File: src/rtl/wtc_pkg.sv
package wtc_pkg;

    typedef enum logic [1:0] {
        ST_IDLE = 2'd0,
        ST_ARB  = 2'd1,
        ST_XFER = 2'd2,
        ST_RESP = 2'd3
    } wtc_state_e;

    typedef struct packed {
        logic fill;
        logic dwr;
        logic rd_hit;
    } wtc_act_t;

    function automatic logic tag_match(input logic vld, input logic eq);
        return vld & eq;
    endfunction

endpackage

File: src/rtl/wtc_tag_store.sv
module wtc_tag_store #(
    parameter int LINES = 8,
    parameter int TAG_W = 5,
    localparam int IDX_W = $clog2(LINES)
) (
    input  logic             clk,
    input  logic             rst,
    input  logic [IDX_W-1:0] p_idx,
    input  logic [TAG_W-1:0] p_tag,
    output logic             p_hit,
    input  logic [IDX_W-1:0] s_idx,
    input  logic [TAG_W-1:0] s_tag,
    output logic             s_hit,
    input  logic             fill_en,
    input  logic [IDX_W-1:0] fill_idx,
    input  logic [TAG_W-1:0] fill_tag,
    input  logic             kill_en,
    input  logic [IDX_W-1:0] kill_idx,
    output logic [LINES-1:0] valid_o
);
    import wtc_pkg::*;

    logic [TAG_W-1:0] tag_q [LINES];
    logic [LINES-1:0] vld_q;

    for (genvar i = 0; i < LINES; i++) begin : g_line
        always_ff @(posedge clk) begin
            if (rst) begin
                vld_q[i] <= 1'b0;
                tag_q[i] <= '0;
            end else if (fill_en && fill_idx == IDX_W'(i)) begin
                vld_q[i] <= 1'b1;
                tag_q[i] <= fill_tag;
            end else if (kill_en && kill_idx == IDX_W'(i)) begin
                vld_q[i] <= 1'b0;
            end
        end
    end

    // Two independent lookup ports: processor side and snoop side
    assign p_hit   = tag_match(vld_q[p_idx], tag_q[p_idx] == p_tag);
    assign s_hit   = tag_match(vld_q[s_idx], tag_q[s_idx] == s_tag);
    assign valid_o = vld_q;

endmodule

File: src/rtl/wtc_data_store.sv
module wtc_data_store #(
    parameter int LINES  = 8,
    parameter int DATA_W = 16,
    localparam int IDX_W = $clog2(LINES)
) (
    input  logic              clk,
    input  logic              wr_en,
    input  logic [IDX_W-1:0]  wr_idx,
    input  logic [DATA_W-1:0] wr_data,
    input  logic [IDX_W-1:0]  rd_idx,
    output logic [DATA_W-1:0] rd_data
);
    logic [DATA_W-1:0] mem_q [LINES];

    always_ff @(posedge clk) begin
        if (wr_en) mem_q[wr_idx] <= wr_data;
    end

    assign rd_data = mem_q[rd_idx];

endmodule

File: src/rtl/wtc_seq.sv
module wtc_seq (
    input  logic               clk,
    input  logic               rst,
    input  logic               cpu_req,
    input  logic               cpu_we,
    input  logic               hit,
    input  logic               bus_gnt,
    input  logic               bus_ack,
    output logic               bus_req,
    output logic               cmd_valid,
    output logic               cpu_ready,
    output wtc_pkg::wtc_act_t  act
);
    import wtc_pkg::*;

    wtc_state_e st_q, st_d;

    always_comb begin
        st_d       = st_q;
        bus_req    = 1'b0;
        cmd_valid  = 1'b0;
        cpu_ready  = 1'b0;
        act        = '0;
        unique case (st_q)
            ST_IDLE: begin
                if (cpu_req) begin
                    if (!cpu_we && hit) begin
                        act.rd_hit = 1'b1;
                        st_d       = ST_RESP;
                    end else begin
                        st_d = ST_ARB;
                    end
                end
            end
            ST_ARB: begin
                bus_req = 1'b1;
                if (bus_gnt) st_d = ST_XFER;
            end
            ST_XFER: begin
                bus_req   = 1'b1;
                cmd_valid = 1'b1;
                if (bus_ack) begin
                    act.fill = !cpu_we;
                    act.dwr  = !cpu_we || hit;
                    st_d     = ST_RESP;
                end
            end
            ST_RESP: begin
                cpu_ready = 1'b1;
                st_d      = ST_IDLE;
            end
            default: st_d = ST_IDLE;
        endcase
    end

    always_ff @(posedge clk) begin
        if (rst) st_q <= ST_IDLE;
        else     st_q <= st_d;
    end

endmodule

File: src/rtl/wtc_ctrl.sv
module wtc_ctrl #(
    parameter int ADDR_W = 8,
    parameter int DATA_W = 16,
    parameter int LINES  = 8
) (
    input  logic              clk,
    input  logic              rst,
    input  logic              cpu_req,
    input  logic              cpu_we,
    input  logic [ADDR_W-1:0] cpu_addr,
    input  logic [DATA_W-1:0] cpu_wdata,
    output logic              cpu_ready,
    output logic [DATA_W-1:0] cpu_rdata,
    output logic              bus_req,
    input  logic              bus_gnt,
    output logic              bus_cmd_valid,
    output logic              bus_cmd_we,
    output logic [ADDR_W-1:0] bus_addr,
    output logic [DATA_W-1:0] bus_wdata,
    input  logic              bus_ack,
    input  logic [DATA_W-1:0] bus_rdata,
    input  logic              obs_valid,
    input  logic              obs_we,
    input  logic [ADDR_W-1:0] obs_addr
);
    import wtc_pkg::*;

    localparam int IDX_W = $clog2(LINES);
    localparam int TAG_W = ADDR_W - IDX_W;

    logic [IDX_W-1:0]  p_idx, s_idx;
    logic [TAG_W-1:0]  p_tag, s_tag;
    logic              p_hit, snp_hit, kill_en;
    logic [LINES-1:0]  line_valid;
    logic [DATA_W-1:0] d_rd, d_wr;
    wtc_act_t          act;
    logic [DATA_W-1:0] rdata_q;

    assign p_idx = cpu_addr[IDX_W-1:0];
    assign p_tag = cpu_addr[ADDR_W-1:IDX_W];
    assign s_idx = obs_addr[IDX_W-1:0];
    assign s_tag = obs_addr[ADDR_W-1:IDX_W];

    // Foreign writes only; while granted the bus carries our own command
    assign kill_en = obs_valid && obs_we && !bus_gnt && snp_hit;

    wtc_tag_store #(.LINES(LINES), .TAG_W(TAG_W)) u_tags (
        .clk      (clk),
        .rst      (rst),
        .p_idx    (p_idx),
        .p_tag    (p_tag),
        .p_hit    (p_hit),
        .s_idx    (s_idx),
        .s_tag    (s_tag),
        .s_hit    (snp_hit),
        .fill_en  (act.fill),
        .fill_idx (p_idx),
        .fill_tag (p_tag),
        .kill_en  (kill_en),
        .kill_idx (s_idx),
        .valid_o  (line_valid)
    );

    assign d_wr = cpu_we ? cpu_wdata : bus_rdata;

    wtc_data_store #(.LINES(LINES), .DATA_W(DATA_W)) u_data (
        .clk     (clk),
        .wr_en   (act.dwr),
        .wr_idx  (p_idx),
        .wr_data (d_wr),
        .rd_idx  (p_idx),
        .rd_data (d_rd)
    );

    wtc_seq u_seq (
        .clk       (clk),
        .rst       (rst),
        .cpu_req   (cpu_req),
        .cpu_we    (cpu_we),
        .hit       (p_hit),
        .bus_gnt   (bus_gnt),
        .bus_ack   (bus_ack),
        .bus_req   (bus_req),
        .cmd_valid (bus_cmd_valid),
        .cpu_ready (cpu_ready),
        .act       (act)
    );

    always_ff @(posedge clk) begin
        if (rst)              rdata_q <= '0;
        else if (act.rd_hit)  rdata_q <= d_rd;
        else if (act.fill)    rdata_q <= bus_rdata;
    end

    // Processor holds its request stable, so command fields come straight through
    assign bus_cmd_we = cpu_we;
    assign bus_addr   = cpu_addr;
    assign bus_wdata  = cpu_wdata;
    assign cpu_rdata  = rdata_q;

endmodule

File: config.mk
export PLATFORM = sky130hd
export DESIGN_NAME = wtc_ctrl
export DESIGN_NICKNAME = d
export VERILOG_FILES = /design/src/rtl/wtc_pkg.sv /design/src/rtl/wtc_tag_store.sv /design/src/rtl/wtc_data_store.sv /design/src/rtl/wtc_seq.sv /design/src/rtl/wtc_ctrl.sv
export SDC_FILE = /design/constraint.sdc
export NUM_CORES = 1
export LEC_CHECK = 0
export BUFFER_PORTS_ARGS = -buffer_cell sky130_fd_sc_hd__buf_2
export CORE_MARGIN = 4
export CORE_UTILIZATION = 50
export DETAILED_ROUTE_END_ITERATION = 6
export GPL_TIMING_DRIVEN = 0
export PLACE_DENSITY = 0.7
export SLEW_MARGIN = 25
export SYNTH_ARGS = -nofsm -noshare
export SYNTH_HDL_FRONTEND = slang
export SYNTH_SLANG_ARGS = --single-unit
File: constraint.sdc
create_clock -name clk -period 4.6 [get_ports clk]
set_input_delay 0.23 -clock clk [delete_from_list [all_inputs] [get_ports clk]]
set_output_delay 0.23 -clock clk [all_outputs]
set_load 0.03 [all_outputs]
==> flow_metrics.tcl <==
set metrics [dict create \
    status "finished clean" \
    ys_ff_latch 194 \
    hold_path_class "in -> reg" \
    synth.distinct_cells 52 \
    cts_setup_buffers 0 \
    finalCriticalPeriod_ps 3894 \
    arrival_ps 4030 \
    hold_viol_final 0 \
    grt_pass1_wl_um 38990 \
    crit_buf_inv 5 \
    rsz0062_at_grt "no" \
    grt.total_usage_pct 23.91 \
    r2r_start "u_tags.tag_q[5][3]" \
    skew_ps 9.028 \
    cts_buffers 17 \
    num_antenna_cells 0 \
    cts_sinks 194 \
    worst_r2r_path_depth 9 \
    syn_nets 747 \
    critPathCaptureType "flop" \
    fillers 1483 \
    worstHoldStart "bus_gnt" \
    cp.required_ps 4740 \
    r2r_end "u_data.mem_q[1][0]" \
    synth_area_um2 9445 \
    reg2reg_slack_ps 850 \
    cts_tree "yes" \
    vias 6665 \
    fin_util_pct 59.14 \
    fp.dieArea_um2 21150 \
    layout-drive-gt1-share_pct 31.10 \
    avgSynthCellArea_um2 13.75 \
    fin_crit_sh_pct 84.66 \
    tightestPinTransition_ps 1056 \
    grt_pass1_vias 6860 \
    synth-edff-count 168 \
    crit_start "cpu_addr[1]" \
    cts_resized 0 \
    path_depth 12 \
    vias_per_cell 6.229 \
    syn_inst 687 \
    syn_to_final_growth_pct 16.73 \
    clock_latency_ps 440 \
    clock_path_buffers 2 \
    p_leak_nw 4.056 \
    antenna_found_initial 0 \
    p_total_mw 4.518 \
    finalNetCount 883 \
    worstPathCellList "buf_2, buf_2, buf_2, mux2_2, o32ai_1, nor3_1, xor2_1, nor2_1, a21boi_1, nor4b_2, buf_4, buf_2" \
    dp.final_hpwl_um 18310 \
    path_delay_family "simple AND/OR/NAND/NOR gates" \
    start_kind "primary input" \
    rows 50 \
    post_drt_wl_per_cell_um 23.15 \
    die_w_um 145.4 \
    wl_um 24770 \
    cp_common_cell "buf_2" \
    synth_ff_type "edfxtp_1" \
    design.core.area_um2 18640 \
    drv_slew 0 \
    port_buffers 96 \
    max-cap-violations 0 \
    path_clk_slew_ps 70 \
    first_pass_iters 7 \
    postCtsHoldBufs 0 \
    die_h_um 145.4 \
    relSlewSlack_pct 29.04 \
    worstSetupEndpoint "u_data.mem_q[1][0]" \
    crit_path_max_fanout 10 \
    setup_viol_count_final 0 \
    ir_drop_v 0.0002732 \
    postRouteAntennaNets 0 \
    drc_errors 0 \
    grt_max_degree 18 \
    critical_path.max_stage_delay_ps 700 \
    yosysSeqAreaShare_pct 58.92 \
    ys_async_sr_fraction_pct 0 \
    cp_slowest_cell "nor4b_2" \
    io_pins 100 \
    drt_iter0_markers 677 \
    p_per_area_nw_per_um2 409.7 \
    root_buffer "clkbuf_16" \
    grt.overflow.total 0 \
    crit_type "in -> reg" \
    htreeDepth 4 \
    ys_warn_count 0 \
    place_congestion 0.9645 \
    start_util_pct 50.66 \
    timing.fmax_mhz 256.8 \
]
==> worst min-delay path by stage <==
stage / to / depth (start not counted)
detailed placement: u_tags.valid_o[6] / 1
global route: u_tags.tag_q[3][0] / 2
CTS: u_seq.st_q[0] / 4
global placement: u_tags.valid_o[6] / 1
finish: u_seq.st_q[0] / 4
floorplan: u_tags.tag_q[0][0] / 1
==> power by group <==
group | leakage, nW | total, mW | switching (mW) | internal [mW]
Clock | 0.295 | 1.53 | 0.663 | 0.863
Sequential | 1.78 | 2.10 | 0.0889 | 2.01
Combinational | 1.99 | 0.888 | 0.585 | 0.304
Total | 4.06 | 4.52 | 1.34 | 3.18
==> final cells by class <==
type                       instances  area [um^2]  share of cell area [%]
sequential                       194         5565                   50.48
clock buffer                      18        429.2                   3.892
multi-input combinational        404         3476                   31.53
tap                              234        292.8                   2.655
timing repair buffer             117        635.6                   5.765
clock inverter                    14        175.2                   1.589
inverter                          10        37.54                  0.3404
buffer                            79        414.1                   3.756
==> stage by stage <==
| stage | hold slack (ps) | cell area, um^2 | cells | setup TNS, ps | setup slack [ps] |
|---|---|---|---|---|---|
| after floorplan | 428.2 | 9445 | 687 | 0 | 443.2 |
| after global placement | 478.4 | 10220 | 1017 | -176380 | -1887 |
| after detailed placement | 492.6 | 10420 | 1038 | 0 | 378.8 |
| after CTS | 161.0 | 11020 | 1070 | 0 | 789.1 |
| after global routing | 216.6 | 11030 | 1070 | 0 | 564.0 |
| final | 180.8 | 11030 | 1070 | 0 | 705.9 |
==> synthesized netlist by cell type, types with 9 or more instances <==
cell type,n,area share (%)
a31oi_1,33,2.2
a41oi_1,16,1.5
and2_1,40,2.6
and3_1,17,1.1
buf_1,10,0.40
buf_2,11,0.58
buf_4,25,2.0
clkbuf_1,31,1.2
dfxtp_1,26,5.5
edfxtp_1,168,53
inv_1,9,0.36
mux2_2,22,2.6
mux2i_1,16,1.7
mux4_2,41,9.8
nand2_1,42,1.7
nor2_1,44,1.7
nor3_1,13,0.69
o2111ai_1,16,1.5
o211ai_1,17,1.4
o21ai_0,12,0.64
==> worst min-delay path, delay by kind of cell <==
| kind | cells | cell delay [ps] |
|---|---|---|
| AND/OR/NAND/NOR | 3 | 260 |
| buffers and inverters | 1 | 90 |
==> state kept, by name (all words and copies together), names as in the netlist <==
register / cells
u_data.mem_q: 128
u_tags.tag_q: 40
u_seq.st_q: 2
u_tags.valid_o: 8
cpu_rdata: 16
==> placed cells by master, fill, tap and decap left out, types with 3 or more instances in the layout <==
master,instances
o211ai_1,17
clkbuf_16,17
nand2b_1,5
and3_1,17
a31oi_1,33
mux2_2,22
nand2_1,42
ha_1,4
o21ai_1,3
a221oi_1,3
or4_1,6
clkinv_4,3
mux4_1,5
mux2i_1,16
mux4_2,41
buf_4,30
nor2_1,44
and2_1,40
nor4_2,3
inv_1,9
dfxtp_1,26
edfxtp_1,168
nor3_2,3
o2111ai_1,16
buf_2,117
xor2_1,7
nand3_1,4
a41oi_1,16
bufinv_16,3
o21ai_0,9
buf_1,9
inv_6,3
a31o_1,5
or3_1,5
buf_6,7
clkbuf_1,32
o22ai_1,3
nor3_1,10
==> layer usage <==
layer	track usage (%)	wire [um]	share of wire (%)	vias to the layer above
met5	0	0	0	-
met2	39.05	11990	48	361
li1	-	-	-	2969
met3	6.197	1987	8.0	61
met4	9.354	869	3.5	0
met1	30.91	9930	40	3274
==> cell families (layout without fill, tap and decap cells) <==
logic type | count (synthesis) | after routing | share of synthesized area, %
flops | 194 | 194 | 58.92
simple gates | 188 | 188 | 10.15
xor+xnor | 8 | 8 | 0.7418
mux | 84 | 84 | 15.49
buf+inv | 89 | 238 | 4.769
fa+ha+maj | 4 | 4 | 0.5299
compound gates | 120 | 120 | 9.405
No activity file was read; power rests on OpenSTA's default activity.
